`config.mk`:
```
export PLATFORM = sky130hd
export DESIGN_NAME = mw_pci_write_engine
export DESIGN_NICKNAME = d
export VERILOG_FILES = /design/src/rtl/mw_pkg.sv /design/src/rtl/mw_devsel_watch.sv /design/src/rtl/mw_par_gen.sv /design/src/rtl/mw_xfer_ctrl.sv /design/src/rtl/mw_pci_write_engine.sv
export SDC_FILE = /design/constraint.sdc
export NUM_CORES = 1
export LEC_CHECK = 0
export BUFFER_PORTS_ARGS = -buffer_cell sky130_fd_sc_hd__buf_4
export CORE_MARGIN = 1
export CORE_UTILIZATION = 38
export CTS_CLUSTER_SIZE = 24
export DETAILED_ROUTE_END_ITERATION = 6
export PLACE_DENSITY = 0.61
export SLEW_MARGIN = 5
export SYNTH_ARGS = -nofsm -noshare
export SYNTH_HDL_FRONTEND = slang
export SYNTH_SLANG_ARGS = --single-unit
```
`constraint.sdc`:
```
create_clock -name clk -period 4.2 [get_ports clk]
set_input_delay 0.84 -clock clk [delete_from_list [all_inputs] [get_ports clk]]
set_output_delay 0.84 -clock clk [all_outputs]
set_load 0.02 [all_outputs]
```
`src/rtl/mw_pkg.sv`:
```
// Package: shared types and constants of the PCI master write engine.
// Assumes a 32-bit AD bus and the memory-write command code.
package mw_pkg;

    typedef enum logic [2:0] {
        ST_IDLE,
        ST_REQ,
        ST_ADDR,
        ST_DATA,
        ST_TURN,
        ST_ABORT
    } mw_state_e;

    localparam logic [3:0] CMD_MEM_WRITE = 4'b0111;
    localparam logic [3:0] BE_NONE       = 4'hF;

endpackage

```
`src/rtl/mw_devsel_watch.sv`:
```
// Module: tracks whether the target has claimed the current transaction.
// Re-arms on every address phase. Raises expired in the last allowed data
// clock if DEVSEL# is still high. Assumes data_cyc is high only in data clocks.
module mw_devsel_watch #(
    parameter int TIMEOUT = 4
) (
    input  logic clk,
    input  logic rst_n,
    input  logic arm,
    input  logic data_cyc,
    input  logic devsel_n,
    output logic expired
);
    localparam int CW = $clog2(TIMEOUT + 1);

    logic          seen_q;
    logic [CW-1:0] wait_q;

    // Count unclaimed data clocks since the last address phase.
    always_ff @(posedge clk) begin
        if (!rst_n) begin
            seen_q <= 1'b0;
            wait_q <= '0;
        end else if (arm) begin
            seen_q <= 1'b0;
            wait_q <= '0;
        end else if (data_cyc && !seen_q) begin
            if (!devsel_n) begin
                seen_q <= 1'b1;
            end else begin
                wait_q <= wait_q + CW'(1);
            end
        end
    end

    // Timeout fires in the last clock that could still have carried a claim.
    always_comb begin
        expired = data_cyc && !seen_q && devsel_n && (wait_q == CW'(TIMEOUT - 1));
    end

endmodule

```
`src/rtl/mw_par_gen.sv`:
```
// Module: registered even-parity generator for the AD/C/BE# bus.
// Assumes the caller drives the bus value of the current clock. PAR follows one clock later.
module mw_par_gen #(
    parameter int DW = 32,
    parameter int BW = DW / 8
) (
    input  logic          clk,
    input  logic          rst_n,
    input  logic [DW-1:0] ad_i,
    input  logic [BW-1:0] cbe_i,
    output logic          par
);
    logic par_q;

    // Register the parity of this clock's bus value for the next clock.
    always_ff @(posedge clk) begin
        if (!rst_n) begin
            par_q <= 1'b0;
        end else begin
            par_q <= ^{ad_i, cbe_i};
        end
    end

    assign par = par_q;

endmodule

```
`src/rtl/mw_xfer_ctrl.sv`:
```
// Module: initiator sequencer for memory writes.
// Runs either one linear burst or one single-phase transaction per DWord.
// Assumes the bus is idle whenever GNT# is sampled low in the request or turnaround
// state, and that q_data/q_be_n follow q_idx in the same clock.
module mw_xfer_ctrl
    import mw_pkg::*;
#(
    parameter int CNT_W = 8,
    parameter int DW    = 32,
    parameter int BW    = DW / 8
) (
    input  logic             clk,
    input  logic             rst_n,
    input  logic             start,
    input  logic [DW-1:0]    start_addr,
    input  logic [CNT_W-1:0] dword_cnt,
    input  logic             burst_en,
    input  logic             gnt_n,
    input  logic             devsel_n,
    input  logic             trdy_n,
    input  logic             stop_n,
    input  logic             expired,
    input  logic [DW-1:0]    q_data,
    input  logic [BW-1:0]    q_be_n,
    output logic             req_n,
    output logic             frame_n,
    output logic             irdy_n,
    output logic [DW-1:0]    ad,
    output logic [BW-1:0]    cbe_n,
    output logic [CNT_W-1:0] q_idx,
    output logic             busy,
    output logic             done,
    output logic             err,
    output logic             arm,
    output logic             data_cyc
);
    localparam int WA_W = DW - 2;

    mw_state_e        state_q, state_d;
    logic [CNT_W-1:0] idx_q, total_q;
    logic [WA_W-1:0]  base_q;
    logic             burst_q, req_q, err_q, done_q;

    logic             launch, last_word, xfer, stop_seen, frame_low;
    logic [WA_W-1:0]  txn_word;
    logic             unused_low_bits;

    assign unused_low_bits = ^start_addr[1:0];

    // Decode per-clock conditions from the registered state and sampled inputs.
    always_comb begin
        launch    = start && (dword_cnt != '0);
        last_word = (idx_q + CNT_W'(1)) == total_q;
        xfer      = (state_q == ST_DATA) && !trdy_n && !devsel_n;
        stop_seen = (state_q == ST_DATA) && !stop_n;
        frame_low = (state_q == ST_ADDR) ||
                    ((state_q == ST_DATA) && burst_q && !last_word);
        txn_word  = burst_q ? base_q : (base_q + WA_W'(idx_q));
    end

    // Pick the next sequencer state.
    always_comb begin
        state_d = state_q;
        case (state_q)
            ST_IDLE:  if (launch) state_d = ST_REQ;
            ST_REQ:   if (!gnt_n) state_d = ST_ADDR;
            ST_ADDR:  state_d = ST_DATA;
            ST_DATA: begin
                if (expired) begin
                    state_d = frame_low ? ST_ABORT : ST_IDLE;
                end else if (stop_seen) begin
                    state_d = (frame_low && !(xfer && last_word)) ? ST_ABORT : ST_IDLE;
                end else if (xfer) begin
                    if (last_word)    state_d = ST_IDLE;
                    else if (burst_q) state_d = ST_DATA;
                    else              state_d = ST_TURN;
                end
            end
            ST_TURN:  state_d = gnt_n ? ST_REQ : ST_ADDR;
            ST_ABORT: state_d = ST_IDLE;
            default:  state_d = ST_IDLE;
        endcase
    end

    // Hold sequence context, request, error and completion registers.
    always_ff @(posedge clk) begin
        if (!rst_n) begin
            state_q <= ST_IDLE;
            idx_q   <= '0;
            total_q <= '0;
            base_q  <= '0;
            burst_q <= 1'b0;
            req_q   <= 1'b0;
            err_q   <= 1'b0;
            done_q  <= 1'b0;
        end else begin
            state_q <= state_d;
            done_q  <= (state_q != ST_IDLE) && (state_d == ST_IDLE);
            case (state_q)
                ST_IDLE: begin
                    if (launch) begin
                        total_q <= dword_cnt;
                        base_q  <= start_addr[DW-1:2];
                        burst_q <= burst_en;
                        idx_q   <= '0;
                        req_q   <= 1'b1;
                        err_q   <= 1'b0;
                    end
                end
                ST_REQ, ST_TURN: begin
                    if (!gnt_n && (burst_q || last_word)) req_q <= 1'b0;
                end
                ST_DATA: begin
                    if (xfer) idx_q <= idx_q + CNT_W'(1);
                    if (expired || (stop_seen && !(xfer && last_word))) err_q <= 1'b1;
                end
                default: ;
            endcase
            if ((state_d == ST_ABORT) || (state_d == ST_IDLE && state_q != ST_IDLE)) begin
                req_q <= 1'b0;
            end
        end
    end

    // Drive bus control, address/data and command/byte-enable lanes.
    always_comb begin
        req_n   = !req_q;
        frame_n = !frame_low;
        irdy_n  = !((state_q == ST_DATA) || (state_q == ST_ABORT));
        case (state_q)
            ST_ADDR: begin
                ad    = {txn_word, 2'b00};
                cbe_n = CMD_MEM_WRITE;
            end
            ST_DATA, ST_ABORT: begin
                ad    = q_data;
                cbe_n = q_be_n;
            end
            default: begin
                ad    = '0;
                cbe_n = BE_NONE;
            end
        endcase
    end

    assign q_idx    = idx_q;
    assign busy     = (state_q != ST_IDLE);
    assign done     = done_q;
    assign err      = err_q;
    assign arm      = (state_q == ST_ADDR);
    assign data_cyc = (state_q == ST_DATA);

endmodule

```
`src/rtl/mw_pci_write_engine.sv`:
```
// Module: top of the PCI bus master write engine.
// Ties the sequencer, the DEVSEL# watchdog and the parity generator together.
// Assumes external logic turns the bus drivers on and off. This block drives plain levels.
module mw_pci_write_engine #(
    parameter int CNT_W          = 8,
    parameter int DEVSEL_TIMEOUT = 4
) (
    input  logic             clk,
    input  logic             rst_n,
    input  logic             start,
    input  logic [31:0]      start_addr,
    input  logic [CNT_W-1:0] dword_cnt,
    input  logic             burst_en,
    output logic [CNT_W-1:0] q_idx,
    input  logic [31:0]      q_data,
    input  logic [3:0]       q_be_n,
    output logic             busy,
    output logic             done,
    output logic             err,
    output logic             req_n,
    input  logic             gnt_n,
    output logic             frame_n,
    output logic             irdy_n,
    input  logic             devsel_n,
    input  logic             trdy_n,
    input  logic             stop_n,
    output logic [31:0]      ad,
    output logic [3:0]       cbe_n,
    output logic             par
);
    localparam int DW = 32;
    localparam int BW = DW / 8;

    logic arm, data_cyc, expired;

    mw_xfer_ctrl #(.CNT_W(CNT_W), .DW(DW), .BW(BW)) i_ctrl (
        .clk        (clk),
        .rst_n      (rst_n),
        .start      (start),
        .start_addr (start_addr),
        .dword_cnt  (dword_cnt),
        .burst_en   (burst_en),
        .gnt_n      (gnt_n),
        .devsel_n   (devsel_n),
        .trdy_n     (trdy_n),
        .stop_n     (stop_n),
        .expired    (expired),
        .q_data     (q_data),
        .q_be_n     (q_be_n),
        .req_n      (req_n),
        .frame_n    (frame_n),
        .irdy_n     (irdy_n),
        .ad         (ad),
        .cbe_n      (cbe_n),
        .q_idx      (q_idx),
        .busy       (busy),
        .done       (done),
        .err        (err),
        .arm        (arm),
        .data_cyc   (data_cyc)
    );

    mw_devsel_watch #(.TIMEOUT(DEVSEL_TIMEOUT)) i_watch (
        .clk      (clk),
        .rst_n    (rst_n),
        .arm      (arm),
        .data_cyc (data_cyc),
        .devsel_n (devsel_n),
        .expired  (expired)
    );

    mw_par_gen #(.DW(DW), .BW(BW)) i_par (
        .clk   (clk),
        .rst_n (rst_n),
        .ad_i  (ad),
        .cbe_i (cbe_n),
        .par   (par)
    );

endmodule

```
==> results.txt <==
- For this design, the slowest cell found on the critical path is sky130_fd_sc_hd__nor4_1.
* Die W: 107 µm
- The netlist uses 60 different library cells.
- The final layout contains routed wiring with a total length of 12,900 µm.
- TritonCTS built the clock tree.
- In this run the clock root is driven by a sky130_fd_sc_hd__clkbuf_8.
- Max frequency: 0.261 GHz
- Across all register-to-register paths, the minimum setup slack is 0.59 ns.
- Number of I/O port buffers: 132
* Number of buffers added for setup after CTS: 0
- Traced cell by cell, the critical path runs through ha_1 -> and3_1 -> and3_1 -> xnor2_1 -> nand4_1 -> nor4_1 -> nand2b_1 -> nor2_1 -> nor2_1 -> buf_4.
- At the pin with the least slew margin, the transition time is 0.982 ns.
- The routed design could run at a clock period as short as 3.83 ns.
* Detailed placer's ending HPWL: 9490 µm
- Across the run, the number of max-cap violations was 0.
- Entering global routing, the biggest net connects 55 pins.
- Area overhead of the layout relative to synthesis: 29.8%
* Relative max-transition margin: 34.4%
* Critical path type: flop to output pin
- Counting every net in the synthesized netlist gives 641.
- Global-route total usage across every layer: 22.7%
- After synthesis, the mean cell area works out to 7.62 µm².
- Number of cells produced by synthesis: 545
- Final count of hold timing violations: 0
- For the worst setup path, the data required time is 3.36 ns.
* Nature of the critical path endpoint: output pin
- Flop and latch count out of synthesis: 58
- Number of nets in the finished design: 756
- The initialized floorplan defines 37 standard-cell rows.
- Core Footprint: 0.0105 mm²
- At the later pin of the worst-skew pair, clock insertion delay measures 0.34 ns.
* Global route overflow: 0
- Boundary pin count: 135
* Buffer depth of the longest clock path: 2
- Summing every instance area after synthesis gives 0.00415 mm².
* Class of the worst hold path: flop to flop
- The number of antenna diodes in the final layout is 0.
- Dominant synthesized flop cell: sky130_fd_sc_hd__dfxtp_1
- Dividing total power by cell area gives a power density of 277 mW/mm².
- Height of the die: 107 µm
- Final critical-path share of the clock period: 91.1%
* Worst IR Drop VDD: 0.136 mV
* Warnings from Yosys: 0
- The share of synthesized area in the top cell type comes to 28.0%.
- Min setup slack post-route: 0.372 ns
- The run finished with clean final reports.
- Wire length per cell: 16.1 µm
- OpenSTA, run right after detailed placement, puts the worst setup slack at 0.619 ns.
* Number of CTS-inserted buffers: 9
- Share of the yosys chip area belonging to registers: 28.0%
- The final route contains 4,282 vias.
- Of all cell types, the one taking the most synthesized area is sky130_fd_sc_hd__dfxtp_1.
* Pre-Repair DR Iteration Count: 4
- The die covers 0.0113 mm².
- The initial antenna violation count came to 0.
- Final worst clock skew: 0.00770 ns
* Arrival time at the worst endpoint: 2.99 ns
* Critical path peak fanout: 6
* Antenna viol nets, final: 0
* Resized cells post-CTS: 0
- Using the TritonRoute via totals, the vias-per-cell ratio works out to 5.35.
* Fraction of layout instances using a drive strength above 1: 24.2%
- Share of flip-flops with an asynchronous set or reset: 0%
- After clock tree synthesis, the clock-pin slew on the worst setup and hold paths is 0.07 ns.
* Hold buffer count at cts: 0
- For this run, the slowest stage of the critical path takes 0.52 ns.
- Unrepaired setup endpoints after global routing: no
* Setup total negative slack: 0 ns
- Startpoint kind of the worst setup timing path: flop
- Yosys mapped a number of flops with a built-in enable equal to 0.
* Initial core utilization: 39.7%
* Number of clock sinks: 58
* Wire length of the first global-routing pass: 20,100 µm
* Final number of max-transition violations: 0
- For this run, design rule violations remaining after detail routing come to 0.
- Setup violations remaining at the end of the flow were counted as 0.
* CTS H-tree depth: 3
* Vias in the first global route: 4,014
* Final weighted congestion of routability-driven global placement: 0.864
- Number of DRC markers after the initial detailed-route iteration: 181
- In the post-synthesis netlist, the biggest area contributors are sky130_fd_sc_hd__dfxtp_1 28%, sky130_fd_sc_hd__nand2_1 10%, sky130_fd_sc_hd__a21oi_1 7.0%, sky130_fd_sc_hd__xor2_1 5.7%, sky130_fd_sc_hd__xnor2_1 5.5%.
- Static power due to leakage: 0.00232 µW
## stage by stage
step / total power, µW / utilization, % / cell area (µm²) / cells / hold WS (ns)
detailed placement: 1010 / 49.8 / 5210 / 785 / 0.461
global route: 1570 / 51.5 / 5390 / 801 / 0.485
global placement: 1010 / 49.8 / 5210 / 785 / 0.457
finish: 1490 / 51.5 / 5390 / 801 / 0.467
floorplan: 862 / - / 4150 / 545 / 0.441
CTS: 1510 / 51.5 / 5390 / 801 / 0.470
## kinds of logic after synthesis
family / share of synthesized area [%]
muxes: 0.784
xor gates and xnor gates: 17.1
DFF: 28.0
and+or+nand+nor: 24.3
adders and majority gates: 3.80
buffers and inverters: 3.80
AOI/OAI and AO/OA: 22.3
## cells in the mapped netlist, types with 8 or more instances
cell                         n
sky130_fd_sc_hd__ha_1       11
sky130_fd_sc_hd__xor2_1     27
sky130_fd_sc_hd__nor2_1     42
sky130_fd_sc_hd__nand2b_1    8
sky130_fd_sc_hd__xnor3_1     8
sky130_fd_sc_hd__xnor2_1    26
sky130_fd_sc_hd__clkbuf_1   23
sky130_fd_sc_hd__dfxtp_1    58
sky130_fd_sc_hd__o211ai_1    9
sky130_fd_sc_hd__o21ai_0    31
sky130_fd_sc_hd__a21oi_1    58
sky130_fd_sc_hd__and3_1     10
sky130_fd_sc_hd__nand2_1   114
## layout make-up
class / count / area, µm²
Clock buffer: 13 / 139
Fill cell: 1074 / 5070
Tap cell: 136 / 170
Clock inverter: 3 / 40.0
Sequential cell: 58 / 1160
Multi-Input combinational cell: 449 / 2830
Timing Repair Buffer: 136 / 1020
Inverter: 6 / 22.5
## worst paths after layout
check | start | endpoint | cells after the start
max | i_ctrl.q_idx[1] | frame_n | 10
min | i_ctrl.total_q[4] | i_ctrl.total_q[4] | 2
max reg2reg | i_ctrl.q_idx[0] | i_par.par | 12
min reg2reg | i_ctrl.total_q[4] | i_ctrl.total_q[4] | 2
## critical path, delay by kind of cell, from the launching register on
kind | cells | cell delay, ns
buffers and inverters | 1 | 0.17
adders and majority gates | 1 | 0.34
xor gates and xnor gates | 1 | 0.14
and+or+nand+nor | 7 | 1.50
DFF | 1 | 0.51
## flip-flops by register name, indices dropped and copies added (netlist names)
register,flops
i_ctrl.req_q,1
i_ctrl.state_q,3
i_ctrl.burst_q,1
i_par.par,1
i_ctrl.done,1
i_ctrl.base_q,30
i_ctrl.q_idx,8
i_watch.seen_q,1
i_ctrl.err,1
i_ctrl.total_q,8
i_watch.wait_q,3
## cell usage in the layout, fill, tap and decap left out, drive strengths merged, types with 3 or more instances in the layout
cell type | netlist | final
a211oi | 7 | 7
a21o | 5 | 5
a21oi | 59 | 59
a22o | 5 | 5
a32oi | 5 | 5
and2 | 4 | 4
and3 | 10 | 10
buf | 9 | 136
clkbuf | 23 | 13
dfxtp | 58 | 58
ha | 11 | 11
inv | 6 | 6
nand2 | 114 | 114
nand2b | 8 | 8
nand3 | 7 | 7
nand3b | 5 | 5
nand4 | 7 | 7
nor2 | 42 | 42
nor3 | 6 | 6
nor3b | 3 | 3
nor4 | 3 | 3
o2111ai | 6 | 6
o211ai | 9 | 9
o21ai | 37 | 37
xnor2 | 26 | 26
xnor3 | 9 | 9
xor2 | 28 | 28
## power breakdown
part	switching [µW]	leakage, µW	internal (µW)
Clock	220	0.0000914	273
Sequential	41.1	0.000474	588
Combinational	190	0.00175	181
## routing by layer
metal | up-vias | global-route usage [%] | share of wire, %
met4 | 0 | 8.81 | 1.7
met3 | 16 | 3.31 | 6.2
met1 | 1969 | 30.3 | 46
met5 | - | 0 | 0
met2 | 155 | 36.9 | 46
li1 | 2142 | - | -
Note: power is estimated with default switching activity, not from simulation.
